$ cat config.mk
export PLATFORM = sky130hd
export DESIGN_NAME = mdio_slave_top
export DESIGN_NICKNAME = d
export VERILOG_FILES = /design/src/rtl/mdio_pkg.sv /design/src/rtl/mdio_regfile.sv /design/src/rtl/mdio_frame_fsm.sv /design/src/rtl/mdio_slave_top.sv
export SDC_FILE = /design/constraint.sdc
export NUM_CORES = 1
export LEC_CHECK = 0
export ABC_AREA = 0
export BUFFER_PORTS_ARGS = -buffer_cell sky130_fd_sc_hd__buf_2
export CORE_UTILIZATION = 50
export CTS_CLUSTER_SIZE = 10
export DETAILED_ROUTE_END_ITERATION = 10
export HOLD_SLACK_MARGIN = 0.12
export PLACE_DENSITY = 0.73
export SYNTH_ARGS = -nofsm -noshare
export SYNTH_HDL_FRONTEND = slang
export SYNTH_SLANG_ARGS = --single-unit
$ cat constraint.sdc
create_clock -name mdc -period 8 [get_ports mdc]
set_clock_uncertainty 0.15 [all_clocks]
set_input_delay 0.8 -clock mdc [delete_from_list [all_inputs] [get_ports mdc]]
set_output_delay 0.8 -clock mdc [all_outputs]
set_load 0.03 [all_outputs]
$ cat src/rtl/mdio_pkg.sv
package mdio_pkg;

  typedef enum logic [3:0] {
    ST_HUNT,
    ST_STA1,
    ST_OP,
    ST_PHY,
    ST_REG,
    ST_TA,
    ST_RD,
    ST_WD,
    ST_PASS
  } mdio_state_e;

  localparam logic [1:0] OPC_READ  = 2'b10;
  localparam logic [1:0] OPC_WRITE = 2'b01;

endpackage

$ cat src/rtl/mdio_regfile.sv
module mdio_regfile #(
  parameter int ADDR_W = 5,
  parameter int DATA_W = 16,
  parameter logic [(1<<ADDR_W)-1:0] IMPL_MASK = '0,
  parameter logic [DATA_W-1:0] CTRL_RST = '0,
  parameter logic [DATA_W-1:0] STAT_RST = '0,
  parameter logic [ADDR_W-1:0] DEF_PHYAD = '0,
  parameter int ADRREG = 16,
  parameter int ADR_LSB = 6,
  parameter int CAPREG = 1,
  parameter int CAP_BIT = 6
) (
  input  logic              clk,
  input  logic              rst,
  input  logic [ADDR_W-1:0] loc_addr,
  input  logic [DATA_W-1:0] loc_wdata,
  input  logic              loc_we,
  output logic [DATA_W-1:0] loc_rdata,
  input  logic [ADDR_W-1:0] mdio_addr,
  input  logic [DATA_W-1:0] mdio_wdata,
  input  logic              mdio_we,
  output logic [DATA_W-1:0] mdio_rdata,
  output logic [ADDR_W-1:0] own_addr,
  output logic              pre_sup
);

  localparam int NREG = 1 << ADDR_W;

  logic [DATA_W-1:0] mem [NREG];

  function automatic logic [DATA_W-1:0] rst_val(input int idx);
    logic [DATA_W-1:0] v;
    v = '0;
    if (idx == 0)      v = CTRL_RST;
    if (idx == CAPREG) v = STAT_RST;
    if (idx == ADRREG) v[ADR_LSB +: ADDR_W] = DEF_PHYAD;
    return v;
  endfunction

  // Serial write is applied last so it wins a same-edge collision
  always_ff @(posedge clk) begin
    if (rst) begin
      for (int i = 0; i < NREG; i++) mem[i] <= rst_val(i);
    end else begin
      if (loc_we && IMPL_MASK[loc_addr])   mem[loc_addr]  <= loc_wdata;
      if (mdio_we && IMPL_MASK[mdio_addr]) mem[mdio_addr] <= mdio_wdata;
    end
  end

  always_ff @(posedge clk) begin
    if (rst) loc_rdata <= '0;
    else     loc_rdata <= IMPL_MASK[loc_addr] ? mem[loc_addr] : '0;
  end

  assign mdio_rdata = IMPL_MASK[mdio_addr] ? mem[mdio_addr] : '0;
  assign own_addr   = mem[ADRREG][ADR_LSB +: ADDR_W];
  assign pre_sup    = mem[CAPREG][CAP_BIT];

  // a committed serial write is held in storage on the next edge
  a_r6_commit_lands: assert property (@(posedge clk) disable iff (rst)
    (mdio_we && IMPL_MASK[mdio_addr]) |=> (mem[$past(mdio_addr)] == $past(mdio_wdata)));

  // local reads of unimplemented addresses return zero
  a_r7_unimpl_zero: assert property (@(posedge clk) disable iff (rst)
    (!IMPL_MASK[loc_addr]) |=> (loc_rdata == '0));

endmodule

$ cat src/rtl/mdio_frame_fsm.sv
module mdio_frame_fsm
  import mdio_pkg::*;
#(
  parameter int ADDR_W  = 5,
  parameter int DATA_W  = 16,
  parameter int PRE_LEN = 32
) (
  input  logic              clk,
  input  logic              rst,
  input  logic              mdio_i,
  input  logic [ADDR_W-1:0] own_addr,
  input  logic              pre_sup,
  input  logic [DATA_W-1:0] rd_data,
  output logic [ADDR_W-1:0] reg_addr,
  output logic              wr_en,
  output logic [DATA_W-1:0] wr_data,
  output logic              mdio_o,
  output logic              mdio_oe
);

  localparam int BCW = $clog2(DATA_W + 2);
  localparam int PCW = $clog2(PRE_LEN + 1);
  localparam logic [BCW-1:0] ADR_LAST  = BCW'(ADDR_W - 1);
  localparam logic [BCW-1:0] DAT_LAST  = BCW'(DATA_W - 1);
  localparam logic [BCW-1:0] PASS_LAST = BCW'(DATA_W + 1);
  localparam logic [PCW-1:0] PRE_FULL  = PCW'(PRE_LEN);

  mdio_state_e       state;
  logic [PCW-1:0]    pre_cnt;
  logic [BCW-1:0]    bit_cnt;
  logic              op_hi;
  logic [ADDR_W-1:0] phy_q;
  logic [ADDR_W-1:0] reg_q;
  logic [DATA_W-1:0] sh;
  logic              is_rd;
  logic [1:0]        op_nxt;
  logic              pre_ok;

  assign op_nxt = {op_hi, mdio_i};
  assign pre_ok = (pre_cnt == PRE_FULL) || (pre_sup && (pre_cnt != '0));

  always_ff @(posedge clk) begin
    if (rst) begin
      state   <= ST_HUNT;
      pre_cnt <= '0;
      bit_cnt <= '0;
      op_hi   <= 1'b0;
      phy_q   <= '0;
      reg_q   <= '0;
      sh      <= '0;
      is_rd   <= 1'b0;
      mdio_o  <= 1'b1;
      mdio_oe <= 1'b0;
    end else begin
      case (state)
        ST_HUNT: begin
          if (mdio_i) begin
            if (pre_cnt != PRE_FULL) pre_cnt <= pre_cnt + 1'b1;
          end else begin
            pre_cnt <= '0;
            if (pre_ok) state <= ST_STA1;
          end
        end
        ST_STA1: begin
          bit_cnt <= '0;
          state   <= mdio_i ? ST_OP : ST_HUNT;
        end
        ST_OP: begin
          op_hi <= mdio_i;
          if (bit_cnt == BCW'(1)) begin
            bit_cnt <= '0;
            if (op_nxt == OPC_READ) begin
              state <= ST_PHY;
              is_rd <= 1'b1;
            end else if (op_nxt == OPC_WRITE) begin
              state <= ST_PHY;
              is_rd <= 1'b0;
            end else begin
              state <= ST_HUNT;
            end
          end else begin
            bit_cnt <= bit_cnt + 1'b1;
          end
        end
        ST_PHY: begin
          phy_q <= {phy_q[ADDR_W-2:0], mdio_i};
          if (bit_cnt == ADR_LAST) begin
            bit_cnt <= '0;
            state   <= ST_REG;
          end else begin
            bit_cnt <= bit_cnt + 1'b1;
          end
        end
        ST_REG: begin
          reg_q <= {reg_q[ADDR_W-2:0], mdio_i};
          if (bit_cnt == ADR_LAST) begin
            bit_cnt <= '0;
            state   <= (phy_q == own_addr) ? ST_TA : ST_PASS;
          end else begin
            bit_cnt <= bit_cnt + 1'b1;
          end
        end
        ST_TA: begin
          if (bit_cnt == '0) begin
            bit_cnt <= BCW'(1);
            if (is_rd) begin
              mdio_oe <= 1'b1;
              mdio_o  <= 1'b0;
              sh      <= rd_data;
            end
          end else begin
            bit_cnt <= '0;
            if (is_rd) begin
              state  <= ST_RD;
              mdio_o <= sh[DATA_W-1];
              sh     <= {sh[DATA_W-2:0], 1'b0};
            end else begin
              state <= ST_WD;
            end
          end
        end
        ST_RD: begin
          if (bit_cnt == DAT_LAST) begin
            bit_cnt <= '0;
            mdio_oe <= 1'b0;
            mdio_o  <= 1'b1;
            state   <= ST_HUNT;
          end else begin
            bit_cnt <= bit_cnt + 1'b1;
            mdio_o  <= sh[DATA_W-1];
            sh      <= {sh[DATA_W-2:0], 1'b0};
          end
        end
        ST_WD: begin
          sh <= {sh[DATA_W-2:0], mdio_i};
          if (bit_cnt == DAT_LAST) begin
            bit_cnt <= '0;
            state   <= ST_HUNT;
          end else begin
            bit_cnt <= bit_cnt + 1'b1;
          end
        end
        ST_PASS: begin
          if (bit_cnt == PASS_LAST) begin
            bit_cnt <= '0;
            state   <= ST_HUNT;
          end else begin
            bit_cnt <= bit_cnt + 1'b1;
          end
        end
        default: state <= ST_HUNT;
      endcase
    end
  end

  assign reg_addr = reg_q;
  assign wr_en    = (state == ST_WD) && (bit_cnt == DAT_LAST);
  assign wr_data  = {sh[DATA_W-2:0], mdio_i};

  // the enable rises only in the second turnaround slot, driving zero
  a_r5_ta_zero: assert property (@(posedge clk) disable iff (rst)
    $rose(mdio_oe) |-> (!mdio_o && state == ST_TA));

  // the enable is released only at the end of the data field
  a_r5_release_end: assert property (@(posedge clk) disable iff (rst)
    $fell(mdio_oe) |-> ($past(state) == ST_RD && state == ST_HUNT));

  // the line is driven only for frames decoded as reads
  a_r3_drive_reads_only: assert property (@(posedge clk) disable iff (rst)
    mdio_oe |-> is_rd);

  // no drive while hunting or skipping a foreign frame
  a_r4_quiet_when_idle: assert property (@(posedge clk) disable iff (rst)
    (state == ST_HUNT || state == ST_PASS) |-> !mdio_oe);

  // a commit is preceded by a cycle already inside the data field
  a_r6_full_word: assert property (@(posedge clk) disable iff (rst)
    wr_en |-> ($past(state) == ST_WD));

endmodule

$ cat src/rtl/mdio_slave_top.sv
module mdio_slave_top #(
  parameter int ADDR_W  = 5,
  parameter int DATA_W  = 16,
  parameter int PRE_LEN = 32,
  parameter logic [(1<<ADDR_W)-1:0] IMPL_MASK = 32'h0003_000F,
  parameter logic [DATA_W-1:0] CTRL_RST = 16'h3100,
  parameter logic [DATA_W-1:0] STAT_RST = 16'h7809,
  parameter logic [ADDR_W-1:0] DEF_PHYAD = 5'd3,
  parameter int ADRREG  = 16,
  parameter int ADR_LSB = 6,
  parameter int CAPREG  = 1,
  parameter int CAP_BIT = 6
) (
  input  logic              mdc,
  input  logic              rst,
  input  logic              mdio_i,
  output logic              mdio_o,
  output logic              mdio_oe,
  input  logic [ADDR_W-1:0] loc_addr,
  input  logic [DATA_W-1:0] loc_wdata,
  input  logic              loc_we,
  output logic [DATA_W-1:0] loc_rdata
);

  logic [ADDR_W-1:0] s_addr;
  logic [DATA_W-1:0] s_wdata;
  logic              s_we;
  logic [DATA_W-1:0] s_rdata;
  logic [ADDR_W-1:0] own_addr;
  logic              pre_sup;

  mdio_frame_fsm #(
    .ADDR_W (ADDR_W),
    .DATA_W (DATA_W),
    .PRE_LEN(PRE_LEN)
  ) u_fsm (
    .clk     (mdc),
    .rst     (rst),
    .mdio_i  (mdio_i),
    .own_addr(own_addr),
    .pre_sup (pre_sup),
    .rd_data (s_rdata),
    .reg_addr(s_addr),
    .wr_en   (s_we),
    .wr_data (s_wdata),
    .mdio_o  (mdio_o),
    .mdio_oe (mdio_oe)
  );

  mdio_regfile #(
    .ADDR_W   (ADDR_W),
    .DATA_W   (DATA_W),
    .IMPL_MASK(IMPL_MASK),
    .CTRL_RST (CTRL_RST),
    .STAT_RST (STAT_RST),
    .DEF_PHYAD(DEF_PHYAD),
    .ADRREG   (ADRREG),
    .ADR_LSB  (ADR_LSB),
    .CAPREG   (CAPREG),
    .CAP_BIT  (CAP_BIT)
  ) u_regs (
    .clk       (mdc),
    .rst       (rst),
    .loc_addr  (loc_addr),
    .loc_wdata (loc_wdata),
    .loc_we    (loc_we),
    .loc_rdata (loc_rdata),
    .mdio_addr (s_addr),
    .mdio_wdata(s_wdata),
    .mdio_we   (s_we),
    .mdio_rdata(s_rdata),
    .own_addr  (own_addr),
    .pre_sup   (pre_sup)
  );

endmodule

[Word level (Yosys, flattened, before mapping)]
Memory sizes are Yosys's and may differ from the RTL's. A register that Yosys moved wholly into a read port is not among the register bits.
Cells that the tools add are included.
Word-level totals
  memories kept: 3
  RAM bits: 512
  latch bits: 0
  bits in read-only memories: 64
  bits in registers: 45
Operators by class
  equal/unequal tests: 30
  multiply operators: 0
  $add $sub $neg: 2
  shifts and indexed selects: 0
  reduce and logical (&&, ||, !) cells: 23
  $lt $le $gt $ge: 2
  divide/modulo/power cells: 0
  bitwise operators: 1
  mux-type cells: 62
Memories
  u_regs.mem: depth 32, bits a word 16, read ports 4, clocked after Yosys merged registers in 2, wr ports 32, RTL line mdio_regfile.sv:29  | logic [DATA_W-1:0] mem [NREG];
  (name not given): depth 32, bits a word 1, read ports 1, clocked after Yosys merged registers in 1, wr ports 0, RTL line mdio_regfile.sv:46  | if (mdio_we && IMPL_MASK[mdio_addr]) mem[mdio_addr] <= mdio_wdata;
  (name not given): depth 32, bits a word 1, read ports 1, clocked after Yosys merged registers in 0, wr ports 0, RTL line mdio_regfile.sv:45  | if (loc_we && IMPL_MASK[loc_addr]) mem[loc_addr] <= loc_wdata;
Operator list (number)
  16-bit two-way mux: 9
  5-bit two-way mux: 11
  16-bit case mux with 3 select lines: 1
  4-bit two-way mux: 10
  4-bit case mux with 8 select lines: 1
  16-bit OR reduction: 2
  5-bit case mux with 6 select lines: 1
  1-bit two-way mux: 23
  2-bit by 1-bit inequality test with 1-bit output, second input constant: 10
  4-bit by 3-bit == test with 1-bit output, second input constant: 4
  5-bit by 6-bit less-than comparator with 1-bit output, second input constant: 2
  6-bit two-way mux: 2
  6-bit nonzero test: 2
  4-bit by 2-bit == test with 1-bit output, second input constant: 2
  8-bit AND reduction: 1
  6-bit by 1-bit adder with 6-bit output, second input constant: 1
  6-bit == test, second input constant: 1
  2-bit inequality test, second input constant: 3
  6-bit inequality test, second input constant: 1
  3-bit AND reduction: 2
  2-bit OR reduction: 3
  5-bit by 1-bit adder with 5-bit output, second input constant: 1
  5-bit by 1-bit == test with 1-bit output, second input constant: 1
  5-bit by 3-bit == test with 1-bit output, second input constant: 1
  other kinds (18): 25

[Logic depth before layout (Yosys ltp)]
  word-level depth: 8
  gate-level depth with buffers: 10

[Cells and area by module]
From an unflattened synthesis, not the netlist that was laid out.
Unflattened totals
  cells, all modules: 2069
  area total of the unflattened synthesis: 27835.4 um2
By module, submodules not included
  mdio_regfile: sequential area each 15695.1 um2, area an instance 25298.0 um2, times used 1, cells each 1783
  mdio_frame_fsm: sequential area each 900.9 um2, area an instance 2537.4 um2, times used 1, cells each 286

[Least setup slack after synthesis]
Ideal clock, no wire load.
  path kind: register to register
  from: register u_fsm.bit_cnt[2]
  to: memory u_regs.mem[12][0], enable pin
  library setup time: 392 ps
  cell stages (with the launch flop): 10
  buffers on the path: 4
  period minus slack after synthesis: 3338 ps
  data required time: 7458 ps
  slack: 4662 ps
  data arrival time: 2796 ps
  path through: dfxtp_1 -> clkbuf_1 -> and3_1 -> ha_1 -> nand3b_4 -> or4_1 -> clkbuf_1 -> clkbuf_1 -> clkbuf_1 -> o21bai_1
RTL lines
  start: declaration: RTL line mdio_frame_fsm.sv:30  | logic [BCW-1:0] bit_cnt;
  start signal: assignment: RTL line mdio_frame_fsm.sv:82  | bit_cnt <= bit_cnt + 1'b1;
  start signal: assignment: RTL line mdio_frame_fsm.sv:91  | bit_cnt <= bit_cnt + 1'b1;
  start signal: assignment: RTL line mdio_frame_fsm.sv:100  | bit_cnt <= bit_cnt + 1'b1;
  end: declaration: RTL line mdio_regfile.sv:29

==> out/metrics.cfg <==
[sta]
finalCriticalPeriod_ns = 4.128
period_share = 0.5160
drv_slew = 0
hold_violations = 0
relSlewSlack = 0.09855
whs_ns = 0.3359
clock.fmax_mhz = 242.2
fin_setup_tns_ns = 0
setup_viol = 0
rsz0062_at_grt = false
worst_slew_pin_slew_ns = 1.347

[synthesis]
yosysUniqueCellTypes = 65
post_synth.cell_area_avg_um2 = 13.46
ys.flop_type = edfxtp_1
yosysWarningCount = 0
syn_nets = 2303
ys_seq_area_frac = 0.5474
synth_top_area_cell = edfxtp_1
synth-edff-count = 512
synth_common_cells = 512 x edfxtp_1, 432 x nor3_1, 254 x mux4_2
synth.most_common_cell = edfxtp_1
ys_async_sr_fraction = 0
synthTopCellsByArea = edfxtp_1 50%, mux4_2 19%, nor3_1 7.1%, dfxtp_1 4.4%, clkbuf_1 2.6%
synth_top_area_share = 0.5035
synth_cells = 2269
syn_area_um2 = 30540
synth_seq_cells = 579

[clock_tree]
clkLatencyLatePin_ns = 0.62
cts_setup_buffers = 0
clkSinkCount = 579
cts_buffers = 69
cts_tree = done
cts_root_buf = clkbuf_16
htreeDepth = 3
clkSlewWorstSetupHoldPaths_ns = 0.06
holdBufCountCts = 0
cts_resized = 0
clock_path_buffers = 3

[status]
status = completed

[min_path]
hold_class = flop to flop
min_from = u_fsm.mdio_o$_SDFFE_PP1P_

[placement]
dp.final_hpwl_um = 63040
routabilityCongestion = 0.9718
detailed_place.area_um2 = 31070
io_buffers = 42

[setup_path]
worstSetupStartpoint = u_fsm.bit_cnt[0]$_SDFFE_PP0P_
start_kind = flop
path_class = flop to flop
required_ns = 8.08
r2r_end = u_regs.mem[17][6]$_DFFE_PP_
crit_path_end_kind = flop
worst_path_most_repeated_cell = ha_1
crit_family = simple AND/OR/NAND/NOR gates
crit_buf_inv = 0
worst_path_largest_cell_delay_ns = 0.96
slowest_stage = nor2_2
crit_fanout = 46
crit_chain = ha_1 > and3_1 > ha_1 > nand3b_4 > or4_4 > nor2_2 > or3_1
reg2reg_depth = 7
cp.depth = 7
ff2ff_setup_slack_ns = 3.87
r2r_start = u_fsm.bit_cnt[0]$_SDFFE_PP0P_
crit_end = u_regs.mem[17][6]$_DFFE_PP_
worstPathArrival_ns = 4.20

[route]
routed-via-count = 22147
routed_via_density = 7.457
drt_pass1_iterations = 7
drc = 0
wirelength_um = 99380
routedWlPerCell_um = 33.46
ant_nets = 0
first_iter_violations = 3528

[final_layout]
num-fill-cells = 4756
drive_above_1_share = 0.2287
areaGrowthSynthToFinish_pct = 8.421
final_cell_area_um2 = 33110
finalNetCount = 2175

[power_and_ir_drop]
p_leak_nw = 9.692
ir_drop_v = 0.0001436
powerDensity_nw_per_um2 = 211.8

[grt]
antenna_found_initial = 11
grt_start_max_net_pins = 87
track_usage = 0.3207
overflow = 0
grt_pass1_wl_um = 145700
grt_pass1_vias = 21354

[die]
ios = 43
die_y_um = 249.1
row_count = 90
fp.dieW_um = 249.1
coreArea_um2 = 60360
die_area_um2 = 62060
start_util = 0.5059

[run]
cap_violations = 0

## worst min-delay path by stage
stage / cells after the start / end / slack, ns
3_3_place_gp: 2 / u_fsm.mdio_o$_SDFFE_PP1P_ / 0.32
3_5_place_dp: 2 / u_fsm.mdio_o$_SDFFE_PP1P_ / 0.32
4_1_cts: 2 / u_fsm.mdio_o$_SDFFE_PP1P_ / 0.34
2_1_floorplan: 2 / u_fsm.op_hi$_SDFFE_PP0P_ / 0.31
6_report: 2 / u_fsm.mdio_o$_SDFFE_PP1P_ / 0.34
5_1_grt: 2 / u_fsm.mdio_o$_SDFFE_PP1P_ / 0.36
## report_power, final
| group | leakage (nW) | internal, W | switching, W |
|---|---|---|---|
| registers | 5.45 | 0.00343 | 0.000118 |
| clock network | 0.978 | 0.00169 | 0.00123 |
| logic | 3.27 | 0.000224 | 0.000324 |
## logic make-up (layout without fill, tap and decap cells)
family | count (synthesis) | in the layout | synth area share
multiplexers | 320 | 320 | 0.2096
flip-flops | 579 | 579 | 0.5474
adder cells (fa/ha/maj) | 9 | 9 | 0.003688
XOR/XNOR | 8 | 8 | 0.002295
other | 0 | 2 | 0
AO/OA/AOI/OAI | 338 | 338 | 0.07613
AND/OR/NAND/NOR | 704 | 704 | 0.1195
buffers and inverters | 311 | 228 | 0.04134
## state kept, by name, summed over array words and instances, names as in the netlist, named ones only
signal,flops
u_fsm.pre_cnt,6
u_fsm.reg_addr,5
u_regs.mem,512
u_fsm.mdio_oe,1
u_fsm.mdio_o,1
u_fsm.sh,16
u_regs.loc_rdata,16
u_fsm.bit_cnt,5
u_fsm.phy_q,5
u_fsm.state,4
u_fsm.is_rd,1
u_fsm.op_hi,1
## per-stage QoR
step             util  power [W]  setup WS, ns  std cells
5_1_grt        0.5484   0.007147         3.626       2968
3_3_place_gp   0.5146   0.004099         3.559       2851
6_report       0.5485   0.007012         3.872       2970
3_5_place_dp   0.5147   0.004122         3.456       2852
2_1_floorplan       -   0.003893         4.662       2269
4_1_cts        0.5484   0.006988         3.903       2968
## placed cells by master, fill, tap and decap left out, drive strengths merged, types with 3 or more instances in the layout
| cell type | Yosys | layout |
|---|---|---|
| edfxtp | 512 | 512 |
| nor3 | 436 | 436 |
| mux4 | 254 | 254 |
| clkbuf | 208 | 110 |
| nand2 | 108 | 108 |
| buf | 77 | 86 |
| o21ai | 75 | 75 |
| dfxtp | 67 | 67 |
| a22o | 63 | 63 |
| a21oi | 55 | 55 |
| mux2i | 50 | 50 |
| nor2 | 40 | 40 |
| a22oi | 34 | 34 |
| a221oi | 31 | 31 |
| o21bai | 27 | 27 |
| inv | 26 | 25 |
| nor2b | 21 | 21 |
| a211oi | 20 | 20 |
| a31oi | 18 | 18 |
| nand3 | 18 | 18 |
| mux2 | 16 | 16 |
| or3 | 12 | 12 |
| nand3b | 10 | 10 |
| nand2b | 9 | 9 |
| ha | 9 | 9 |
| nor3b | 8 | 8 |
| clkinv | 0 | 7 |
| and3 | 6 | 6 |
| xor2 | 5 | 5 |
| nor4 | 5 | 5 |
| or4 | 5 | 5 |
| nor4b | 5 | 5 |
| nand4 | 4 | 4 |
| and3b | 4 | 4 |
| or4b | 4 | 4 |
| a21o | 3 | 3 |
| xnor2 | 3 | 3 |
## worst reg2reg max path, stage by stage (launching register included)
cell	delay, ns
dfxtp_1	0.41
ha_1	0.22
and3_1	0.22
ha_1	0.24
nand3b_4	0.12
or4_4	0.74
nor2_2	0.97
or3_1	0.68
## cell type report
class | count | area [um2] | share of cell area
clock inverter | 6 | 61.31 | 0.001852
antenna | 2 | 5.005 | 0.0001512
inverter | 26 | 97.59 | 0.002948
sequential | 579 | 16730 | 0.5053
tap | 782 | 978.4 | 0.02955
multi-input combinational | 1379 | 12690 | 0.3834
timing repair buffer | 86 | 569.3 | 0.01720
clock buffer | 110 | 1974 | 0.05964
## per-layer routing
| metal | track usage | routed length [um] |
|---|---|---|
| met5 | 0 | 92 |
| met1 | 0.4210 | 34000 |
| met4 | 0.1494 | 5521 |
| met2 | 0.4711 | 43290 |
| met3 | 0.1234 | 16480 |
No activity file was read; power rests on OpenSTA's default activity.
